===== src/rtl/rtscts_pkg.sv =====
package rtscts_pkg;

    typedef enum logic [1:0] {
        TRIG_ONE     = 2'd0,
        TRIG_QUARTER = 2'd1,
        TRIG_HALF    = 2'd2,
        TRIG_HIGH    = 2'd3
    } trig_e;

    typedef struct packed {
        logic read;
        logic char_start;
    } rx_evt_t;

    typedef struct packed {
        logic manual_rts;
        logic auto_rts;
        logic loop;
    } rts_ctl_t;

    // Count level at which the lower trigger settings withdraw RTS.
    function automatic int unsigned trig_level(trig_e sel, int unsigned depth);
        case (sel)
            TRIG_ONE:     return 1;
            TRIG_QUARTER: return depth / 4;
            TRIG_HALF:    return depth / 2;
            default:      return depth - 1;
        endcase
    endfunction

endpackage


===== src/rtl/rtscts_sync.sv =====
module rtscts_sync #(
    parameter int unsigned STAGES    = 2,
    parameter logic        RESET_VAL = 1'b1
) (
    input  logic clk,
    input  logic rst,
    input  logic d,
    output logic q
);
    logic [STAGES-1:0] chain;

    generate
        if (STAGES == 1) begin : g_single
            always_ff @(posedge clk) begin
                if (rst) chain <= RESET_VAL;
                else     chain <= d;
            end
        end else begin : g_multi
            always_ff @(posedge clk) begin
                if (rst) chain <= {STAGES{RESET_VAL}};
                else     chain <= {chain[STAGES-2:0], d};
            end
        end
    endgenerate

    assign q = chain[STAGES-1];
endmodule


===== src/rtl/rtscts_rts_ctl.sv =====
module rtscts_rts_ctl
    import rtscts_pkg::*;
#(
    parameter  int unsigned DEPTH = 16,
    localparam int unsigned CW    = $clog2(DEPTH + 1)
) (
    input  logic          clk,
    input  logic          rst,
    input  logic [CW-1:0] rx_count,
    input  trig_e         trig_sel,
    input  rx_evt_t       evt,
    input  rts_ctl_t      ctl,
    output logic          rts_n
);
    localparam logic [CW-1:0] LAST_SLOT = CW'(DEPTH - 1);
    localparam logic [CW-1:0] ONE_LEFT  = CW'(1);

    logic [CW-1:0] lvl;
    logic          armed;
    logic          hold_q;
    logic          hold_d;

    assign lvl   = CW'(trig_level(trig_sel, DEPTH));
    assign armed = ctl.manual_rts & ctl.auto_rts;

    always_comb begin
        hold_d = hold_q;
        if (!armed) begin
            hold_d = 1'b0;
        end else if (trig_sel == TRIG_HIGH) begin
            if (evt.read)
                hold_d = 1'b0;
            else if (evt.char_start && rx_count == LAST_SLOT)
                hold_d = 1'b1;
        end else begin
            if (evt.read && rx_count == ONE_LEFT)
                hold_d = 1'b0;
            else if (rx_count >= lvl)
                hold_d = 1'b1;
        end
    end

    always_ff @(posedge clk) begin
        if (rst) begin
            hold_q <= 1'b0;
            rts_n  <= 1'b1;
        end else begin
            hold_q <= hold_d;
            rts_n  <= ~(ctl.manual_rts & ~ctl.loop & ~(ctl.auto_rts & hold_d));
        end
    end

    p_thresh_r2: assert property (@(posedge clk) disable iff (rst)
        (ctl.auto_rts && ctl.manual_rts && !ctl.loop && trig_sel != TRIG_HIGH &&
         rx_count >= lvl && !(evt.read && rx_count == ONE_LEFT)) |=> rts_n);

    p_release_r3: assert property (@(posedge clk) disable iff (rst)
        (ctl.auto_rts && ctl.manual_rts && !ctl.loop && trig_sel != TRIG_HIGH &&
         evt.read && rx_count == ONE_LEFT) |=> !rts_n);

    p_high_release_r5: assert property (@(posedge clk) disable iff (rst)
        (ctl.auto_rts && ctl.manual_rts && !ctl.loop && trig_sel == TRIG_HIGH &&
         evt.read) |=> !rts_n);

    p_forced_off_r6: assert property (@(posedge clk) disable iff (rst)
        (ctl.loop || !ctl.manual_rts) |=> rts_n);

    p_manual_r7: assert property (@(posedge clk) disable iff (rst)
        (!ctl.auto_rts && !ctl.loop) |=> (rts_n == !$past(ctl.manual_rts)));
endmodule


===== src/rtl/rtscts_cts_gate.sv =====
module rtscts_cts_gate (
    input  logic clk,
    input  logic rst,
    input  logic auto_cts,
    input  logic cts_sync_n,
    input  logic stop_mid,
    output logic tx_permit
);
    logic cts_active;
    assign cts_active = ~cts_sync_n;

    always_ff @(posedge clk) begin
        if (rst)
            tx_permit <= 1'b1;
        else if (!auto_cts)
            tx_permit <= 1'b1;
        else if (!tx_permit && cts_active)
            tx_permit <= 1'b1;
        else if (stop_mid)
            tx_permit <= cts_active;
    end

    p_drop_at_tick_r8: assert property (@(posedge clk) disable iff (rst)
        (auto_cts && tx_permit && !stop_mid) |=> tx_permit);

    p_resume_r9: assert property (@(posedge clk) disable iff (rst)
        (auto_cts && !tx_permit && !cts_sync_n) |=> tx_permit);

    p_disabled_r10: assert property (@(posedge clk) disable iff (rst)
        !auto_cts |=> tx_permit);
endmodule


===== src/rtl/rtscts_flow.sv =====
module rtscts_flow
    import rtscts_pkg::*;
#(
    parameter  int unsigned DEPTH       = 16,
    parameter  int unsigned SYNC_STAGES = 2,
    localparam int unsigned CW          = $clog2(DEPTH + 1)
) (
    input  logic          clk,
    input  logic          rst,
    input  logic [CW-1:0] rx_count,
    input  logic [1:0]    trig_sel,
    input  logic          rx_char_start,
    input  logic          rx_read,
    input  logic          cts_n,
    input  logic          auto_rts_en,
    input  logic          auto_cts_en,
    input  logic          rts_bit,
    input  logic          loop_en,
    input  logic          tx_stop_mid,
    output logic          rts_n,
    output logic          tx_permit
);
    rx_evt_t  evt;
    rts_ctl_t ctl;
    logic     cts_sync_n;

    assign evt = '{read: rx_read, char_start: rx_char_start};
    assign ctl = '{manual_rts: rts_bit, auto_rts: auto_rts_en, loop: loop_en};

    rtscts_rts_ctl #(.DEPTH(DEPTH)) u_rts (
        .clk      (clk),
        .rst      (rst),
        .rx_count (rx_count),
        .trig_sel (trig_e'(trig_sel)),
        .evt      (evt),
        .ctl      (ctl),
        .rts_n    (rts_n)
    );

    rtscts_sync #(.STAGES(SYNC_STAGES), .RESET_VAL(1'b1)) u_cts_sync (
        .clk (clk),
        .rst (rst),
        .d   (cts_n),
        .q   (cts_sync_n)
    );

    rtscts_cts_gate u_cts (
        .clk        (clk),
        .rst        (rst),
        .auto_cts   (auto_cts_en),
        .cts_sync_n (cts_sync_n),
        .stop_mid   (tx_stop_mid),
        .tx_permit  (tx_permit)
    );

    p_reset_r1: assert property (@(posedge clk) rst |=> (rts_n && tx_permit));
endmodule


===== config.mk =====
export PLATFORM = sky130hd
export DESIGN_NAME = rtscts_flow
export DESIGN_NICKNAME = d
export VERILOG_FILES = /design/src/rtl/rtscts_pkg.sv /design/src/rtl/rtscts_sync.sv /design/src/rtl/rtscts_rts_ctl.sv /design/src/rtl/rtscts_cts_gate.sv /design/src/rtl/rtscts_flow.sv
export SDC_FILE = /design/constraint.sdc
export NUM_CORES = 1
export LEC_CHECK = 0
export BUFFER_PORTS_ARGS = -buffer_cell sky130_fd_sc_hd__buf_2
export CAP_MARGIN = 15
export CORE_AREA = 5 5 42 44
export DETAILED_ROUTE_END_ITERATION = 8
export DIE_AREA = 0 0 47 49
export GPL_TIMING_DRIVEN = 0
export PLACE_DENSITY = 0.64
export SETUP_SLACK_MARGIN = 0.4
export SYNTH_ARGS = -nofsm -noshare
export SYNTH_HDL_FRONTEND = slang
export SYNTH_SLANG_ARGS = --single-unit

===== constraint.sdc =====
create_clock -name clk -period 1.8 [get_ports clk]
set_input_delay 0.18 -clock clk [delete_from_list [all_inputs] [get_ports clk]]
set_output_delay 0.18 -clock clk [all_outputs]
set_load 0.02 [all_outputs]

==> impl_metrics.env <==
export IMPL_root_buffer="clkbuf_4"
export IMPL_cp_top_family="adder cells"
export IMPL_ys_ff_latch=5
export IMPL_power_leakage_nw=0.238
export IMPL_cts_resized=0
export IMPL_postCtsHoldBufs=0
export IMPL_post_dp_cell_area_um2=469
export IMPL_nFillCells=155
export IMPL_yosysUniqueCellTypes=18
export IMPL_layout_commonest_cell="buf_2"
export IMPL_hold_viol=0
export IMPL_grt_overflow_total=0
export IMPL_cp_endpoint="u_rts.rts_n"
export IMPL_powerDensity_nw_per_um2=636
export IMPL_cap_violations=0
export IMPL_grt_pass1_wl_um=1300
export IMPL_antenna_found_initial=0
export IMPL_cts_tree="built"
export IMPL_cp_data_arrival_time_ps=1410
export IMPL_synthAdderAreaFrac=0.244
export IMPL_place_detailed_hpwl_um=713
export IMPL_crit_chain="buf_2 -> inv_1 -> ha_1 -> ha_1 -> nor3b_1 -> o211ai_1 -> nand4_1 -> nand3_1"
export IMPL_synth_compound_area_share=0.0767
export IMPL_drive_above_1_share=0.387
export IMPL_die_x_um=47
export IMPL_fmax_ghz=0.779
export IMPL_grt_usage=0.0775
export IMPL_synth_avg_cell_area_um2=8.98
export IMPL_first_pass_iters=4
export IMPL_irDropWorstVdd_uv=148
export IMPL_slowest_delay_ps=280
export IMPL_hold_class="primary input to register"
export IMPL_via_per_inst=4.59
export IMPL_skew_ps=0.0517
export IMPL_slowest_stage="ha_1"
export IMPL_ioPinCount=19
export IMPL_grt_max_degree=7
export IMPL_yosysWarnings=0
export IMPL_wirelength_um=793
export IMPL_slew_viol_final=0
export IMPL_route_top_layer_used="met3"
export IMPL_cp_common_cell="ha_1"
export IMPL_worstSetupStartpoint="trig_sel[0]"
export IMPL_r2r_end="u_rts.rts_n"
export IMPL_layout_min_cycle_time_ps=1280
export IMPL_diodes=0
export IMPL_wl_met3_um=129
export IMPL_cts_setup_buffers=0
export IMPL_utilization=0.354
export IMPL_endpoint_kind="register"
export IMPL_core_um2=1400
export IMPL_yosysSeqAreaShare=0.279
export IMPL_rsz0062_at_grt="false"
export IMPL_die_h_um=49
export IMPL_required_ps=1930
export IMPL_synth_fp_nets=64
export IMPL_drt_wirelength_per_cell_um=10.2
export IMPL_gp_congestion=0.672
export IMPL_port_buffers=18
export IMPL_rr_startpoint="u_rts.hold_q"
export IMPL_start_util=0.256
export IMPL_ff_latch_area_um2=100
export IMPL_worstMarginPinSlew_ps=296
export IMPL_m1WireLength_um=330
export IMPL_crit_fanout=3
export IMPL_reg2reg_setup_slack_ps=760
export IMPL_synth_xor_area_frac=0
export IMPL_finalCritPeriodShare=0.713
export IMPL_dp_cells=74
export IMPL_path_clk_slew_ps=40
export IMPL_grt_pass1_vias=334
export IMPL_ant_nets=0
export IMPL_outcome="finished, final reports clean"
export IMPL_nets=87
export IMPL_drc=0
export IMPL_clkLatencyLatePin_ps=240
export IMPL_worst_setup_path_type="primary input to register"
export IMPL_layoutNonFillerInstCount=78
export IMPL_synth_top_family_by_area="simple AND/OR/NAND/NOR gates"
export IMPL_via_count=358
export IMPL_synthMuxAreaShare=0
export IMPL_area_growth_pct=38.0
export IMPL_cts_num_sinks=5
export IMPL_final_cell_mix="buf_2, ha_1, inv_1"
export IMPL_syn_inst=40
export IMPL_crit_buf_inv=2
export IMPL_critical_path_depth=8
export IMPL_wl_met2_um=334
export IMPL_final_cell_area_um2=495
export IMPL_pre_cts_slack_ps=253
export IMPL_multiInputGateArea_um2=236
export IMPL_setup_ws_ps=516
export IMPL_cp_start_kind="primary input"
export IMPL_cts_buffers_inserted=3
export IMPL_reg2regPathDepth=4
export IMPL_hold_start="cts_n"
export IMPL_htree_levels=1
export IMPL_drt_initial_drc_count=3
export IMPL_synth_area_um2=359
export IMPL_setup_tns_ps=0
export IMPL_core_rowCount=14
export IMPL_setup_viol=0
export IMPL_die_area_um2=2300
export IMPL_relSlewSlack=0.800
export IMPL_clock_path_buffers=2
export IMPL_yosys_area_share_simple=0.338
==> worst min path at each step <==
| stage | endpoint | slack, ps | depth (start not counted) |
|---|---|---|---|
| after global placement | u_cts_sync.chain[0] | 370 | 2 |
| final | u_cts_sync.chain[0] | 130 | 2 |
| after CTS | u_cts_sync.chain[0] | 120 | 2 |
| after detailed placement | u_cts_sync.chain[0] | 370 | 2 |
| after floorplan | u_rts.rts_n | 250 | 1 |
| after global routing | u_rts.rts_n | 120 | 2 |
==> sequential cells by signal (all words and copies together), names as in the netlist <==
register / flops
u_cts_sync.chain: 2
u_cts.tx_permit: 1
u_rts.hold_q: 1
u_rts.rts_n: 1
==> synthesized netlist by cell type <==
library cell  number  share of area
a31oi_1            1          0.017
dfxtp_1            5           0.28
ha_1               7           0.24
inv_1              6          0.063
nand2_1            1          0.010
nand2b_1           2          0.035
nand3_1            2          0.028
nand4_1            1          0.017
nand4b_1           1          0.024
nand4bb_1          1          0.031
nor2_1             5          0.052
nor3b_1            1          0.021
nor4_4             1          0.059
nor4b_1            1          0.024
o211ai_1           1          0.021
o21ai_0            1          0.014
o221ai_1           1          0.024
or2_2              2          0.035
==> area by class of cell <==
cell class,count,share of cell area
flip-flops and latches,5,0.202
multi-input cells,29,0.477
clock buffers,4,0.0530
well taps,16,0.0404
repair buffers,18,0.182
inverters,6,0.0455
==> through the flow <==
step                hold slack, ps  power [W]
CTS                            121   0.000323
finish                         129   0.000315
detailed placement             375   0.000189
floorplan                      252   0.000157
global route                   124   0.000338
global placement               370   0.000187
==> kinds of logic (layout without fill, tap and decap cells) <==
kind of cell               Yosys count  count (layout)
and+or+nand+nor                     18              18
adders and majority gates            7               7
buffers and inverters                6              28
DFF                                  5               5
AOI/OAI and AO/OA                    4               4
==> layer usage <==
layer / vias to the layer above / global-route usage
met5: - / 0
met4: 0 / 0.0553
met3: 0 / 0.0369
met2: 17 / 0.115
met1: 156 / 0.0813
li1: 185 / -
==> power by group <==
part / internal, W / switching (W)
clock network: 0.0000838 / 0.0000451
logic: 0.0000348 / 0.0000331
registers: 0.000116 / 0.00000195
Power figures use the tool's default switching activity.
